File: src/rtl/fou_pkg.sv
`timescale 1ns/1ps
package fou_pkg;
  localparam int DEF_CNT_W = 6;
  localparam int NUM_CLS   = 2;   // class 0: writes, class 1: loads
  localparam int CLS_WR    = 0;
  localparam int CLS_RD    = 1;

  typedef enum logic [2:0] {
    KIND_LOAD   = 3'd0,
    KIND_STORE  = 3'd1,
    KIND_ACQ    = 3'd2,
    KIND_REL    = 3'd3,
    KIND_WFENCE = 3'd4,
    KIND_FFENCE = 3'd5
  } req_kind_e;
endpackage

File: src/rtl/fou_sat_counter.sv
`timescale 1ns/1ps
module fou_sat_counter #(
  parameter int W = 6
) (
  input  logic         clk,
  input  logic         rst_n,
  input  logic         inc,
  input  logic         dec,
  output logic [W-1:0] count,
  output logic [W-1:0] count_nxt,
  output logic         err
);
  localparam logic [W-1:0] TOP = {W{1'b1}};
  localparam logic [W-1:0] ONE = W'(1);

  logic err_nxt;

  always_comb begin
    count_nxt = count;
    err_nxt   = 1'b0;
    if (inc && !dec) begin
      if (count == TOP) err_nxt = 1'b1;
      else              count_nxt = count + ONE;
    end else if (dec && !inc) begin
      if (count == '0)  err_nxt = 1'b1;
      else              count_nxt = count - ONE;
    end
  end

  always_ff @(posedge clk) begin
    if (!rst_n) begin
      count <= '0;
      err   <= 1'b0;
    end else begin
      count <= count_nxt;
      err   <= err_nxt;
    end
  end
endmodule

File: src/rtl/fou_release_tracker.sv
`timescale 1ns/1ps
module fou_release_tracker #(
  parameter int W = 6
) (
  input  logic         clk,
  input  logic         rst_n,
  input  logic         start,
  input  logic [W-1:0] wr_snap,
  input  logic [W-1:0] rd_snap,
  input  logic         wr_ack,
  input  logic         rd_done,
  output logic         pending,
  output logic         done
);
  localparam logic [W-1:0] ONE = W'(1);

  logic [W-1:0] wr_left;
  logic [W-1:0] rd_left;

  assign done = pending && (wr_left == '0) && (rd_left == '0);

  always_ff @(posedge clk) begin
    if (!rst_n) begin
      pending <= 1'b0;
      wr_left <= '0;
      rd_left <= '0;
    end else if (start) begin
      pending <= 1'b1;
      wr_left <= wr_snap;
      rd_left <= rd_snap;
    end else if (done) begin
      pending <= 1'b0;
    end else if (pending) begin
      if (wr_ack  && wr_left != '0) wr_left <= wr_left - ONE;
      if (rd_done && rd_left != '0) rd_left <= rd_left - ONE;
    end
  end
endmodule

File: src/rtl/fou_order_gate.sv
`timescale 1ns/1ps
module fou_order_gate
  import fou_pkg::*;
(
  input  logic       clk,
  input  logic       rst_n,
  input  logic       req_valid,
  input  logic [2:0] req_kind,
  input  logic       wr_zero,
  input  logic       rd_zero,
  input  logic       rel_pend,
  input  logic       acq_done,
  output logic       stall,
  output logic       acq_pend,
  output logic       rel_start
);
  req_kind_e kind;
  logic      blocked;
  logic      accept;

  assign kind = req_kind_e'(req_kind);

  always_comb begin
    blocked = acq_pend;
    unique case (kind)
      KIND_WFENCE: if (!wr_zero)             blocked = 1'b1;
      KIND_FFENCE: if (!(wr_zero && rd_zero)) blocked = 1'b1;
      KIND_REL:    if (rel_pend)            blocked = 1'b1;
      default: ;
    endcase
  end

  assign stall     = req_valid && blocked;
  assign accept    = req_valid && !blocked;
  assign rel_start = accept && (kind == KIND_REL);

  always_ff @(posedge clk) begin
    if (!rst_n)                              acq_pend <= 1'b0;
    else if (accept && kind == KIND_ACQ)     acq_pend <= 1'b1;
    else if (acq_done)                       acq_pend <= 1'b0;
  end
endmodule

File: src/rtl/fence_order_unit.sv
`timescale 1ns/1ps
module fence_order_unit
  import fou_pkg::*;
#(
  parameter int CNT_W = DEF_CNT_W
) (
  input  logic       clk,
  input  logic       rst_n,
  input  logic       req_valid,
  input  logic [2:0] req_kind,
  output logic       stall,
  input  logic       wr_issue,
  input  logic       wr_ack,
  input  logic       rd_issue,
  input  logic       rd_done,
  input  logic       acq_done,
  output logic       rel_done,
  output logic       wr_cnt_err,
  output logic       rd_cnt_err
);
  logic [NUM_CLS-1:0] cls_inc, cls_dec, cls_err, cls_zero;
  logic [CNT_W-1:0]   cls_cnt [NUM_CLS];
  logic [CNT_W-1:0]   cls_nxt [NUM_CLS];

  assign cls_inc[CLS_WR] = wr_issue;
  assign cls_dec[CLS_WR] = wr_ack;
  assign cls_inc[CLS_RD] = rd_issue;
  assign cls_dec[CLS_RD] = rd_done;

  for (genvar g = 0; g < NUM_CLS; g++) begin : g_cls
    fou_sat_counter #(.W(CNT_W)) u_cnt (
      .clk      (clk),
      .rst_n    (rst_n),
      .inc      (cls_inc[g]),
      .dec      (cls_dec[g]),
      .count    (cls_cnt[g]),
      .count_nxt(cls_nxt[g]),
      .err      (cls_err[g])
    );
    assign cls_zero[g] = (cls_cnt[g] == '0);
  end

  logic [CNT_W-1:0] wr_cnt, rd_cnt;
  logic             acq_pend, rel_pend, rel_start;

  assign wr_cnt     = cls_cnt[CLS_WR];
  assign rd_cnt     = cls_cnt[CLS_RD];
  assign wr_cnt_err = cls_err[CLS_WR];
  assign rd_cnt_err = cls_err[CLS_RD];

  fou_order_gate u_gate (
    .clk      (clk),
    .rst_n    (rst_n),
    .req_valid(req_valid),
    .req_kind (req_kind),
    .wr_zero  (cls_zero[CLS_WR]),
    .rd_zero  (cls_zero[CLS_RD]),
    .rel_pend (rel_pend),
    .acq_done (acq_done),
    .stall    (stall),
    .acq_pend (acq_pend),
    .rel_start(rel_start)
  );

  fou_release_tracker #(.W(CNT_W)) u_rel (
    .clk    (clk),
    .rst_n  (rst_n),
    .start  (rel_start),
    .wr_snap(cls_nxt[CLS_WR]),
    .rd_snap(cls_nxt[CLS_RD]),
    .wr_ack (wr_ack),
    .rd_done(rd_done),
    .pending(rel_pend),
    .done   (rel_done)
  );
endmodule

File: config.mk
export PLATFORM = sky130hd
export DESIGN_NAME = fence_order_unit
export DESIGN_NICKNAME = d
export VERILOG_FILES = /design/src/rtl/fou_pkg.sv /design/src/rtl/fou_sat_counter.sv /design/src/rtl/fou_release_tracker.sv /design/src/rtl/fou_order_gate.sv /design/src/rtl/fence_order_unit.sv
export SDC_FILE = /design/constraint.sdc
export NUM_CORES = 1
export LEC_CHECK = 0
export ABC_AREA = 1
export BUFFER_PORTS_ARGS = -buffer_cell sky130_fd_sc_hd__buf_2
export CORE_ASPECT_RATIO = 0.5
export CORE_UTILIZATION = 30
export CTS_CLUSTER_SIZE = 10
export DETAILED_ROUTE_END_ITERATION = 8
export GPL_TIMING_DRIVEN = 1
export SLEW_MARGIN = 20
export SYNTH_ARGS = -nofsm -noshare
export SYNTH_HDL_FRONTEND = slang
export SYNTH_SLANG_ARGS = --single-unit
File: constraint.sdc
create_clock -name clk -period 2.1 [get_ports clk]
set_input_delay 0.42 -clock clk [delete_from_list [all_inputs] [get_ports clk]]
set_output_delay 0.42 -clock clk [all_outputs]
set_load 0.02 [all_outputs]
==> reports/results.tsv <==
stage	metric	value	unit
pwr	Power Internal	1.02	mW
layout	share of layout cells above drive strength 1	15.7	%
sta	Slew @ Worst Pin	0.594	ns
layout	nets@finish	352	
layout	commonest non-fill, non-tap cells in the layout	nand2_1, inv_1, nor2_1	
synth	Seq/Total Area, Yosys	28.1	%
pwr	leakage power	1.14	nW
sta	Fin. Hold Viols	0	
floorplanning	DIE HEIGHT	59.7	um
synth	post-synth top area cell	dfxtp_1	
synth	Mapped Nets	334	
placed_design	Post-DP HPWL	3470	um
sta	Post-Route Skew	0.00569	ns
synth	synthesized area	2000	um2
placed_design	placer congestion estimate	0.862	
route	via count	1929	
global_route	grt ovf	0	
layout	Antenna Cells	0	
route	DRC violations left	0	
sta	Finish-stage setup viols	0	
pwr	power share of the combinational group	27.7	%
clock_tree	TritonCTS buffer count	3	
route	routed len/inst	10.7	um
sta	min Tclk post-route	2.00	ns
job	Max-cap violations	0	
floorplanning	die area	7010	um2
floorplanning	initial cell density of the core	31.9	%
clock_tree	CTS tree	done	
floorplanning	Chip Width	117	um
placed_design	DP Area	2170	um2
pwr	sw power	0.489	mW
pwr	worst vdd ir	0.000256	V
global_route	largest net degree at the start of global routing	19	
synth	top cell type's share of synthesized area	28.1	%
placed_design	IO buf count	14	
clock_tree	H-tree depth	1	
sta	fmax	499	MHz
sta	Setup WS post-layout	0.0970	ns
synth	largest cells by area after synthesis	dfxtp_1, nand2_1, inv_1	
layout	most common cell after layout, fill and taps aside	nand2_1	
sta	Final Max Slew Viols	0	
layout	area delta synth->final	14.5	%
worst_setup_path	crit start category	flip-flop	
floorplanning	Top Ports	15	
sta	hold_ws	0.408	ns
floorplanning	core box area	6260	um2
worst_setup_path	crit path max fanout	5	
global_route	vias in the first global route	1692	
pwr	sequential share of power	40.7	%
route	via/cell ratio	4.59	
global_route	initial antenna violation count	0	
worst_setup_path	Worst Setup End Kind	primary output	
worst_setup_path	CP arrival	1.58	ns
synth	Syn Inst Count	315	
sta	slew margin rel.	60.4	%
synth	Netlist cell types	32	
layout	Finished Cell Area	2290	um2
pwr	clock share of power	31.6	%
synth	Ys Warns	0	
sta	period utilization	95.4	%
min_path	Hold WC Path Type	input port to flip-flop	
worst_setup_path	Setup CP Type	flip-flop to primary output	
placed_design	Setup WS pre-CTS	0.303	ns
pwr	power per cell area	659	nW/um2
outcome	status	complete, no violations	
route	initial drt markers	111	
global_route	first-pass GRT wire length	7620	um
floorplanning	# rows	20	
route	final WL	4500	um
clock_tree	Clock Root Buffer	clkbuf_16	
synth	Synth Register Bits	28	
clock_tree	Worst-path clk slew	0.07	ns
synth	Avg Cell Area, Syn	6.34	um2
layout	Fill cells	693	
pwr	switching share of power	32.5	%
clock_tree	clk_lat worst skew	0.26	ns
global_route	GRT Util Overall	13.5	%
route	DRT antenna net count	0	
route	drt first pass iters	4	
clock_tree	Max clock buf depth	2	
clock_tree	# clock sinks	28	
worst_setup_path	CP Data Required Time	1.68	ns
area by class of cell:
cell class / instances / area (um2) / share of cell area, %
flip-flops and latches: 28 / 564 / 24.7
inverters: 51 / 191 / 8.37
well taps: 88 / 110 / 4.82
repair buffers: 16 / 85.1 / 3.72
multi-input cells: 233 / 1250 / 54.5
clock buffers: 4 / 88.8 / 3.89
power by group through the flow:
stage | clock network [mW] | logic [mW] | registers [mW]
detailed placement | 0 | 0.403 | 0.622
floorplan | 0 | 0.316 | 0.616
finish | 0.477 | 0.417 | 0.613
global placement | 0 | 0.409 | 0.623
global route | 0.515 | 0.479 | 0.619
CTS | 0.489 | 0.407 | 0.610
worst max-delay path, cell delays in order, from the launching register on:
cell,delay [ns]
dfxtp_1,0.33
inv_1,0.06
ha_2,0.21
nand4_1,0.15
or3_4,0.36
inv_1,0.05
buf_2,0.15
timing repair:
| action | CTS | global route |
|---|---|---|
| gates resized for setup | 0 | 8 |
| setup buffers | 0 | 1 |
| endpoints found under the hold margin | 0 | 0 |
| setup endpoints to repair | 0 | 2 |
| hold buffers | 0 | 0 |
cell usage after synthesis:
master    instances
nand2_1          82
nand2_4           1
nor2_1           35
buf_6             1
inv_2             4
nor2_4            3
nand3_1          29
a31oi_1           1
a21oi_1           8
or3_1             1
nor3_1            2
a21boi_0          1
o21ai_1           1
buf_1             1
nand2_2           2
nand3_2           1
dfxtp_1          28
a21oi_2           4
nor2_2            5
nand4_1          14
and2_1            1
clkbuf_1          1
a211oi_1          1
inv_1            47
xor2_1            9
xnor2_1           1
ha_1              8
or2_2             3
a31o_2            1
nand4_4           1
o211ai_1          2
o21ai_0          16
layer usage:
layer,routed length (um),global-route usage [%],share of wire [%]
met1,2260,16.6,50
met2,2090,24.9,46
met3,98,2.58,2.2
met4,49,3.34,1.1
met5,0,0,0
kinds of logic after synthesis:
kind of cell	Yosys count	synth area share (%)
buffers and inverters	54	10.5
adders and majority gates	8	5.01
xor gates and xnor gates	10	4.39
DFF	28	28.1
and+or+nand+nor	180	41.7
AOI/OAI and AO/OA	35	10.3
per-stage QoR:
stage	cells	TNS (ns)	utilization (%)	total power [mW]
2_1_floorplan	315	0	-	0.932
3_3_place_gp	415	0	34.6	1.03
3_5_place_dp	415	0	34.6	1.02
4_1_cts	419	0	36.0	1.51
5_1_grt	420	-0.00146	36.5	1.61
6_report	420	0	36.5	1.51
path summary, 6_finish.rpt:
path	from	to	slack [ns]	depth (start not counted)
setup reg to reg	g_cls[0].u_cnt.count[1]	u_rel.wr_left[2]	0.37	10
setup / recovery	u_rel.rd_left[0]	rel_done	0.1	6
hold / removal	acq_done	u_gate.acq_pend	0.41	3
hold reg to reg	u_rel.pending	u_rel.pending	0.51	2
state kept, by name, indices dropped and copies added, names as in the netlist:
name	count
u_rel.wr_left	6
u_rel.rd_left	6
u_rel.pending	1
g_cls.u_cnt.count	12
g_cls.u_cnt.err	2
u_gate.acq_pend	1
Note: power is estimated with default switching activity, not from simulation.
